--- src/rtl/pmev_pkg.sv ---
package pmev_pkg;

    localparam int STS_W    = 16;
    localparam int B_TMR    = 0;
    localparam int B_GBL    = 5;
    localparam int B_PWRBTN = 8;
    localparam int B_SLPBTN = 9;
    localparam int B_RTC    = 10;
    localparam int B_WAKE   = 15;

    localparam logic [STS_W-1:0] COMMON_MASK =
        STS_W'((1 << B_TMR) | (1 << B_GBL) | (1 << B_PWRBTN) |
               (1 << B_SLPBTN) | (1 << B_RTC));

    localparam int OFF_STS = 0;
    localparam int OFF_EN  = 2;
    localparam int OFF_TMR = 8;

    typedef enum logic [1:0] {
        WAKE_RTC   = 2'd0,
        WAKE_TIMER = 2'd1,
        WAKE_OTH_A = 2'd2,
        WAKE_OTH_B = 2'd3
    } wake_cause_e;

    typedef struct packed {
        logic [STS_W-1:0] sts;
        logic [STS_W-1:0] en;
    } evt_state_t;

endpackage

--- src/rtl/pm_timer.sv ---
module pm_timer #(
    parameter int TMR_W = 24
) (
    input  logic             clk,
    input  logic             rst_n,
    input  logic             tick_en,
    output logic [TMR_W-1:0] cnt_q,
    output logic             ovf
);
    localparam logic [TMR_W-2:0] LOW_ONES = '1;

    logic [TMR_W-1:0] cnt_d;

    always_comb begin
        cnt_d = cnt_q;
        if (tick_en) begin
            cnt_d = cnt_q + TMR_W'(1);
        end
    end

    // top bit changes exactly when the lower bits roll over on a tick
    assign ovf = tick_en && (cnt_q[TMR_W-2:0] == LOW_ONES);

    always_ff @(posedge clk) begin
        if (!rst_n) begin
            cnt_q <= '0;
        end else begin
            cnt_q <= cnt_d;
        end
    end
endmodule

--- src/rtl/pm_event_set.sv ---
module pm_event_set
    import pmev_pkg::*;
(
    input  logic             tmr_ovf,
    input  logic             pwrbtn_req,
    input  logic             pwrbtn_en,
    input  logic             wake_req,
    input  logic [1:0]       wake_cause,
    output logic [STS_W-1:0] set_vec
);
    wake_cause_e cause;
    assign cause = wake_cause_e'(wake_cause);

    always_comb begin
        set_vec = '0;
        if (tmr_ovf) begin
            set_vec[B_TMR] = 1'b1;
        end
        if (pwrbtn_req && pwrbtn_en) begin
            set_vec[B_PWRBTN] = 1'b1;
        end
        if (wake_req) begin
            set_vec[B_WAKE] = 1'b1;
            unique case (cause)
                WAKE_RTC:   set_vec[B_RTC]    = 1'b1;
                WAKE_TIMER: set_vec[B_TMR]    = 1'b1;
                default:    set_vec[B_PWRBTN] = 1'b1;
            endcase
        end
    end
endmodule

--- src/rtl/pm_evt_regs.sv ---
module pm_evt_regs
    import pmev_pkg::*;
(
    input  logic             clk,
    input  logic             rst_n,
    input  logic [STS_W-1:0] set_vec,
    input  logic             wr_sts,
    input  logic             wr_en,
    input  logic [STS_W-1:0] wdata,
    input  logic             gpe_pending,
    output logic [STS_W-1:0] sts_q,
    output logic [STS_W-1:0] en_q,
    output logic             sci
);
    evt_state_t st_d, st_q;
    logic [STS_W-1:0] clr_vec;

    always_comb begin
        clr_vec = wr_sts ? wdata : '0;
        st_d    = st_q;
        // events win over a clear of the same bit
        st_d.sts = (st_q.sts & ~clr_vec) | set_vec;
        if (wr_en) begin
            st_d.en = wdata;
        end
    end

    always_ff @(posedge clk) begin
        if (!rst_n) begin
            st_q <= '0;
        end else begin
            st_q <= st_d;
        end
    end

    assign sts_q = st_q.sts;
    assign en_q  = st_q.en;
    assign sci   = (|(st_q.sts & st_q.en & COMMON_MASK)) || gpe_pending;
endmodule

--- src/rtl/pm_reg_read.sv ---
module pm_reg_read
    import pmev_pkg::*;
#(
    parameter int ADDR_W = 4,
    parameter int TMR_W  = 24,
    parameter int DATA_W = 32
) (
    input  logic [ADDR_W-1:0] addr,
    input  logic [STS_W-1:0]  sts,
    input  logic [STS_W-1:0]  en,
    input  logic [TMR_W-1:0]  cnt,
    output logic [DATA_W-1:0] rdata
);
    always_comb begin
        rdata = '0;
        if (addr == ADDR_W'(OFF_STS)) begin
            rdata = DATA_W'(sts);
        end else if (addr == ADDR_W'(OFF_EN)) begin
            rdata = DATA_W'(en);
        end else if (addr == ADDR_W'(OFF_TMR)) begin
            rdata = DATA_W'(cnt);
        end
    end
endmodule

--- src/rtl/pm_event_timer.sv ---
module pm_event_timer
    import pmev_pkg::*;
#(
    parameter int TMR_W  = 24,
    parameter int ADDR_W = 4
) (
    input  logic              clk,
    input  logic              rst_n,
    input  logic              tick_en,
    input  logic [ADDR_W-1:0] bus_addr,
    input  logic              bus_wr,
    input  logic [15:0]       bus_wdata,
    output logic [31:0]       bus_rdata,
    input  logic              pwrbtn_req,
    input  logic              wake_req,
    input  logic [1:0]        wake_cause,
    input  logic              gpe_pending,
    output logic              sci
);
    localparam int DATA_W = 32;

    logic [TMR_W-1:0] cnt_q;
    logic             tmr_ovf;
    logic [STS_W-1:0] set_vec;
    logic [STS_W-1:0] sts_q;
    logic [STS_W-1:0] en_q;
    logic             wr_sts;
    logic             wr_en;

    assign wr_sts = bus_wr && (bus_addr == ADDR_W'(OFF_STS));
    assign wr_en  = bus_wr && (bus_addr == ADDR_W'(OFF_EN));

    pm_timer #(.TMR_W(TMR_W)) u_timer (
        .clk     (clk),
        .rst_n   (rst_n),
        .tick_en (tick_en),
        .cnt_q   (cnt_q),
        .ovf     (tmr_ovf)
    );

    pm_event_set u_set (
        .tmr_ovf    (tmr_ovf),
        .pwrbtn_req (pwrbtn_req),
        .pwrbtn_en  (en_q[B_PWRBTN]),
        .wake_req   (wake_req),
        .wake_cause (wake_cause),
        .set_vec    (set_vec)
    );

    pm_evt_regs u_regs (
        .clk         (clk),
        .rst_n       (rst_n),
        .set_vec     (set_vec),
        .wr_sts      (wr_sts),
        .wr_en       (wr_en),
        .wdata       (bus_wdata),
        .gpe_pending (gpe_pending),
        .sts_q       (sts_q),
        .en_q        (en_q),
        .sci         (sci)
    );

    pm_reg_read #(
        .ADDR_W (ADDR_W),
        .TMR_W  (TMR_W),
        .DATA_W (DATA_W)
    ) u_read (
        .addr  (bus_addr),
        .sts   (sts_q),
        .en    (en_q),
        .cnt   (cnt_q),
        .rdata (bus_rdata)
    );
endmodule

--- config.mk ---
export PLATFORM = sky130hd
export DESIGN_NAME = pm_event_timer
export DESIGN_NICKNAME = d
export VERILOG_FILES = /design/src/rtl/pmev_pkg.sv /design/src/rtl/pm_timer.sv /design/src/rtl/pm_event_set.sv /design/src/rtl/pm_evt_regs.sv /design/src/rtl/pm_reg_read.sv /design/src/rtl/pm_event_timer.sv
export SDC_FILE = /design/constraint.sdc
export NUM_CORES = 1
export LEC_CHECK = 0
export ABC_AREA = 1
export BUFFER_PORTS_ARGS = -buffer_cell sky130_fd_sc_hd__buf_2
export CAP_MARGIN = 15
export CORE_AREA = 4 4 95 97
export DETAILED_ROUTE_END_ITERATION = 12
export DIE_AREA = 0 0 99 101
export GPL_ROUTABILITY_DRIVEN = 0
export GPL_TIMING_DRIVEN = 0
export PLACE_DENSITY = 0.65
export SETUP_SLACK_MARGIN = 0.5
export SYNTH_ARGS = -nofsm -noshare
export SYNTH_HDL_FRONTEND = slang
export SYNTH_HIERARCHICAL = 1
export SYNTH_SLANG_ARGS = --single-unit
--- constraint.sdc ---
create_clock -name clk -period 3.8 [get_ports clk]
set_input_delay 0.76 -clock clk [delete_from_list [all_inputs] [get_ports clk]]
set_output_delay 0.76 -clock clk [all_outputs]
set_load 0.005 [all_outputs]
==> results of run 1 <==
-- sequential cells by signal, indices dropped and copies added (netlist names) --
register,count
u_regs/en_q,16
u_regs/sts_q,16
u_timer/cnt_q,24
-- cell type report --
cell class                      instances  area, um^2
Buffer                                 38         279
Clock buffer                            5        68.8
Clock inverter                          3        46.3
Fill cell                             834        4300
Inverter                               64         240
Multi-Input combinational cell        362        1680
Sequential cell                        56        1120
Tap cell                              105         131
Timing Repair Buffer                   53         265
-- worst min-delay path, delay by kind of cell (launching register included) --
kind / cells / cell delay [ns]
DFF: 1 / 0.33
AOI/OAI and AO/OA: 1 / 0.05
and+or+nand+nor: 1 / 0.06
-- cells in the mapped netlist (2+ instances only) --
master	number	share of area (%)
nand3_1	77	12
nand4_1	8	1.5
conb_1	2	0.23
o21ai_1	4	0.62
inv_1	60	6.9
buf_6	4	1.4
buf_4	26	6.0
nand2_2	3	0.58
nor2_2	6	1.2
a21oi_1	19	2.9
inv_2	4	0.46
a21oi_2	10	2.7
o21a_1	3	0.69
dfxtp_1	56	34
o21ai_0	18	2.8
nor2_1	86	9.9
nand2_1	99	11
buf_2	7	1.1
nor2_4	5	1.7
-- power breakdown --
group | internal (W) | switching [W]
logic | 0.0000555 | 0.0000746
clock network | 0.000199 | 0.000204
registers | 0.000604 | 0.0000119
total | 0.000859 | 0.000290
-- per-stage QoR --
step | cell area (um^2) | std cells | util, % | hold slack, ns
floorplan | 3320 | 520 | - | 0.439
global placement | 3720 | 678 | 45.7 | 0.458
detailed placement | 3720 | 678 | 45.7 | 0.459
CTS | 3830 | 686 | 47.1 | 0.476
global route | 3830 | 686 | 47.1 | 0.500
finish | 3830 | 686 | 47.1 | 0.469
-- worst min path at each step --
stage / endpoint / slack (ns) / depth (start not counted)
final: u_regs/sts_q[15] / 0.47 / 2
after global routing: u_regs/sts_q[15] / 0.50 / 2
after detailed placement: u_regs/sts_q[15] / 0.46 / 2
after floorplan: u_regs/sts_q[15] / 0.44 / 2
after global placement: u_regs/sts_q[12] / 0.46 / 2
after CTS: u_regs/sts_q[15] / 0.48 / 2
-- routing by layer --
metal | global-route usage [%] | vias to the layer above | part of all wire [%]
met2 | 29.6 | 87 | 47
li1 | - | 1700 | -
met5 | 0 | - | 0
met4 | 3.36 | 0 | 1.6
met1 | 21.3 | 1443 | 45
met3 | 3.39 | 10 | 5.7
-- kinds of logic (layout without fill, tap and decap cells) --
kind of cell | count (synthesis) | count (layout) | share of synthesized area (%)
DFF | 56 | 56 | 34.4
other | 2 | 20 | 0.231
adders and majority gates | 1 | 1 | 0.384
xor gates and xnor gates | 1 | 1 | 0.269
buffers and inverters | 102 | 163 | 16.0
and+or+nand+nor | 286 | 286 | 39.0
AOI/OAI and AO/OA | 54 | 54 | 9.69
==> summary.md, run 1 <==
| Metric | Value |
|---|---|
| Status | finished, final reports clean |
| CP Class | input pin to output pin |
| Vias in the first global route | 2,990 |
| Die height | 101 um |
| Measured slew at the worst slew-check pin | 0.567 ns |
| GRT Util Overall | 16.8% |
| Leak pwr | 1.81 nW |
| Cell-by-cell trace of the critical path | buf_2, nor2_2, buf_2, nand3_1, nand3_1, buf_2 |
| CTS Hold Bufs | 0 |
| Mapped cell area | 3250 um^2 |
| Worst path most repeated cell | buf_2 |
| Post-cts repair resize count | 0 |
| CTS max path bufs | 2 |
| # diodes | 0 |
| Post-Synthesis Cells | 502 |
| Crit-path max cell delay | 0.28 ns |
| Largest net degree at the start of global routing | 19 |
| Clock H-tree levels | 2 |
| Synth Register Bits | 56 |
| CTS buffer count | 5 |
| DR vias | 3,240 |
| Worst path bufs/invs | 3 |
| Worst R2R End | u_regs/sts_q[0] |
| Grt ovf | 0 |
| YS warnings | 6 |
| Post-DP HPWL | 6400 um |
| CTS tree | done |
| Crit-path leading delay family | buffers and inverters |
| R2r setup slk | 2.07 ns |
| Ys async rst share | 0% |
| CP Depth | 6 |
| Total power | 0.00115 W |
| Max-slew violations | 0 |
| Die X-Extent | 99 um |
| Worst-path clk slew | 0.10 ns |
| Clk Latency, worst-skew pair | 0.31 ns |
| Routed Antenna Nets | 0 |
| Setup tns final | 0 ns |
| HP Class | flip-flop to flip-flop |
| Max_cap viols | 0 |
| Setup crit end kind | output pin |
| Clock Skew | 0.00728 ns |
| R2r startpoint | u_timer/cnt_q[0] |
| Top_reg_cell synth | dfxtp_1 |
| Core Area | 8130 um^2 |
| Setup WS post-layout | 1.27 ns |
| Number of setup buffers added after CTS | 0 |
| Final nets | 610 |
| Final hold vios | 0 |
| Worst Path Arrival | 1.77 ns |
| Vias per cell | 4.72 |
| Hold Startpoint | u_regs/sts_q[15] |
| Commonest non-fill, non-tap cell in the layout | nand2_1 |
| First-pass GRT wire length | 13,900 um |
| Pre-CTS worst setup slack | 1.27 ns |
| Crit start category | input pin |
| Unrepaired setup endpoints after global routing | false |
| Avg WL per Cell | 11.9 um |
| P&R area growth vs syn | 17.8% |
| Cell variety after synth | 24 |
| Sequential fraction of the synthesis area | 34.4% |
| Clock sink total | 56 |
| Routed WL | 8190 um |
| Achievable frequency | 395 MHz |
| Pwr/cell area | 300 nW/um^2 |
| Starting DRT DRC Count | 144 |
| Drt drc | 0 |
| Avg Inst Size Synth | 6.48 um^2 |
| Slew HR | 62.2% |
| CP max-delay cell | buf_2 |
| VDD IR max | 0.146 mV |
| Boundary Pins | 62 |
| Minimum clock period | 2.53 ns |
| Commonest non-fill, non-tap cells in the layout | 99 x nand2_1, 86 x nor2_1, 77 x nand3_1 |
| Share of layout cells above drive strength 1 | 21.9% |
| Crit share post-route | 66.7% |
| EDFF count, synth | 0 |
| Clk Tree Root Cell | clkbuf_8 |
| Initial Util | 40.0% |
| Setup violators final | 0 |
| FF-to-FF path depth | 12 |
| Initial antenna violation count | 0 |
| Row cnt | 33 |
| I/O Buffers | 53 |
| Setup crit end | bus_rdata[8] |
| Crit path from | bus_addr[2] |
| Required @ worst endpoint | 3.04 ns |
| 1st-pass router iterations | 4 |
| Die area | 10000 um^2 |
| Crit Path Max Fanout | 10 |
Note: power is estimated with default switching activity, not from simulation.
==> run 2: changes to the inputs <==
- ABC_AREA: 1 -> 0
- CORE_AREA: 4 4 95 97 -> 4 4 91 93
- DIE_AREA: 0 0 99 101 -> 0 0 95 97
- PLACE_DENSITY: 0.65 -> 0.69
- clock period: 3.8 -> 2.1 ns (I/O delays scaled with it)
==> summary.md, run 2 <==
| Metric | Value |
|---|---|
| Routed WL | 7630 um (-6.8%) |
| GRT Util Overall | 17.0% (+0.17 points) |
| Routed Antenna Nets | 0 (unchanged) |
| Avg Inst Size Synth | 9.76 um^2 (+50%) |
| Fill cells | 676 (-19%) |
| Sequential fraction of the synthesis area | 37.6% (+3.1 points) |
| Synth top cells by count | 56 x dfxtp_1, 33 x mux2i_1, 22 x buf_4 |
| First-pass GRT wire length | 12,500 um (-9.7%) |
| Final core utilization | 56.4% (+9.3 points) |
| Share of layout cells above drive strength 1 | 46.4% (+25 points) |
| Achievable frequency | 519 MHz |
| Clk Tree Root Cell | clkbuf_8 |
| VDD IR max | 0.245 mV (+68%) |
| Setup violators final | 0 (unchanged) |
| Die X-Extent | 95 um (-4.0%) |
| Crit Path Max Fanout | 5 (-5) |
| Worst path most repeated cell | buf_8 |
| Row cnt | 32 (-3.0%) |
| Cell variety after synth | 41 (+71%) |
| Status | finished, final reports clean |
| Crit-path leading delay family | buffers and inverters |
| Crit-path max cell delay | 0.25 ns (-0.03 ns) |
| I/O Buffers | 53 (unchanged) |
| Clock H-tree levels | 2 (unchanged) |
| Measured slew at the worst slew-check pin | 0.673 ns (+0.105 ns) |
| Max_cap viols | 0 (unchanged) |
| Vias per cell | 4.89 (+3.5%) |
| Ys async rst share | 0% (unchanged) |
| Total internal power | 0.00167 W (+95%) |
| Post-DP HPWL | 5080 um (-21%) |
| Initial Util | 39.7% (-0.35 points) |
| Synth Register Bits | 56 (unchanged) |
| Clock group share of total power | 35.7% (+0.7 points) |
| Pwr/cell area | 511 nW/um^2 (+71%) |
| DR vias | 2,487 (-23%) |
| Top_reg_cell synth | dfxtp_1 |
| YS warnings | 6 (unchanged) |
| Grt ovf | 0 (unchanged) |
| Synth top area cells | dfxtp_1 38%, mux2i_1 11%, buf_4 5.5% |
| Setup tns final | 0 ns (unchanged) |
| HP Class | input pin to flip-flop |
| Clock sink total | 56 (unchanged) |
| Die height | 97 um (-4.0%) |
| Combinational power share | 13.2% (+1.9 points) |
| Required @ worst endpoint | 1.68 ns (-1.36 ns) |
| CP max-delay cell | nor4b_4 |
| EDFF count, synth | 0 (unchanged) |
| Unrepaired setup endpoints after global routing | true |
| Final hold vios | 0 (unchanged) |
| Drt drc | 0 (unchanged) |
| Final nets | 436 (-29%) |
| Boundary Pins | 62 (unchanged) |
| CTS tree | done |
| CTS max path bufs | 2 (unchanged) |
| Total power | 0.00217 W (+89%) |
| CP Class | input pin to output pin |
| Crit start category | input pin |
| Clk Latency, worst-skew pair | 0.31 ns (about the same) |
| 1st-pass router iterations | 4 (unchanged) |
| Worst path bufs/invs | 5 (+2) |
| Leak pwr | 1.74 nW (-4.0%) |
| Post-Synthesis Cells | 306 (-39%) |
| Mapped cell area | 2990 um^2 (-8.3%) |
| Cell-by-cell trace of the critical path | buf_8, buf_8, nor4b_4, buf_6, buf_8, o2bb2ai_2, buf_2 |
| Commonest non-fill, non-tap cells in the layout | 46 x buf_2, 41 x dfxtp_1, 33 x buf_4 |
| Top-area cell type share of the netlist area | 37.6% (+3.1 points) |
| Max-slew violations | 0 (unchanged) |
| Switching power | 0.000500 W (+72%) |
| Clock Skew | 0.00866 ns (+0.00138 ns) |
| Largest net degree at the start of global routing | 17 (-2) |
| Setup crit end kind | output pin |
| # diodes | 0 (unchanged) |
| Initial antenna violation count | 0 (unchanged) |
| Slew HR | 54.8% (-7.4 points) |
| Worst-path clk slew | 0.10 ns (about the same) |
| Core Area | 7530 um^2 (-7.5%) |
| Reg power frac | 51.1% (-2.5 points) |
| Starting DRT DRC Count | 142 (-1.4%) |
| Biggest area consumer among synthesized cells | dfxtp_1 |
| Commonest non-fill, non-tap cell in the layout | buf_2 |
| Avg WL per Cell | 15.0 um (+26%) |
| Vias in the first global route | 2,556 (-15%) |
| Top-count cell post-synth | dfxtp_1 |
| Minimum clock period | 1.93 ns |
| Largest Register | u_timer/cnt_q |
| P&R area growth vs syn | 42.2% |
| Crit share post-route | 91.8% |
| CTS buffer count | 5 (unchanged) |
| Net Sw Frac | 23.0% (-2.2 points) |
| Die area | 9220 um^2 (-7.8%) |
| Max reg flops | 24 (unchanged) |
| Worst Path Arrival | 1.51 ns (-0.26 ns) |
## run 2: logic make-up (layout without fill, tap and decap cells)
kind of cell	Yosys count	after routing	share of synthesized area, %
compound gates	75	75	18.0
xor+xnor	12	12	3.52
fa+ha+maj	1	1	0.419
buf+inv	44	127	10.9
flops	56	56	37.6
mux	33	33	11.1
other cells	2	20	0.252
simple gates	83	83	18.3
## run 2: per-stage QoR
stage	std cells	instance area, um^2	hold slack, ns	worst slack, ns
5_1_grt	509	4250	0.382	0.156
6_report	509	4250	0.383	0.173
2_1_floorplan	324	3060	0.447	0.473
3_5_place_dp	479	3450	0.470	-0.0255
3_3_place_gp	479	3450	0.473	0.0145
4_1_cts	504	4030	0.380	0.187
## run 2: worst paths after layout
check,startpoint,end,slack (ns),depth (start not counted)
min reg2reg,u_timer/cnt_q[20],u_timer/cnt_q[20],0.50,2
max reg2reg,u_timer/cnt_q[1],u_timer/cnt_q[22],0.32,6
min,bus_wdata[9],u_regs/en_q[9],0.38,3
max,bus_addr[1],bus_rdata[0],0.17,7
## run 2: tightest hold or removal path, stage by stage
cell and delay (ns):
buf_2 0.09, mux2i_1 0.06, nor2b_1 0.09
## run 2: timing repair
action,in CTS,in global routing
endpoints found under the setup margin,45,48
gates resized for setup,72,41
hold buffers,0,0
buffers inserted,13,4
cloned,4,1
pin swaps,14,11
## run 2: power groups by stage
stage	logic [W]	registers, W	clock network [W]
after floorplan	0.000147	0.00113	0
after global placement	0.000215	0.00113	0
after detailed placement	0.000218	0.00113	0
after CTS	0.000266	0.00111	0.000792
after global routing	0.000309	0.00111	0.000836
final	0.000286	0.00111	0.000775
## run 2: final cells by class
cell class	instances	area, um^2	area share, %
Buffer	40	363	8.55
Clock buffer	7	96.3	2.27
Clock inverter	1	30.0	0.707
Inverter	4	15.0	0.354
Sequential cell	56	1140	26.9
Timing Repair Buffer	75	584	13.8
Multi-Input combinational cell	224	1890	44.4
Tap cell	102	128	3.01
## run 2: metal layers
layer,vias to the layer above,part of all wire [%],GRT usage (%)
met5,-,0,0
met4,0,1.1,4.88
met3,6,4.3,2.80
met2,55,50,29.6
met1,1172,45,21.2
li1,1254,-,-
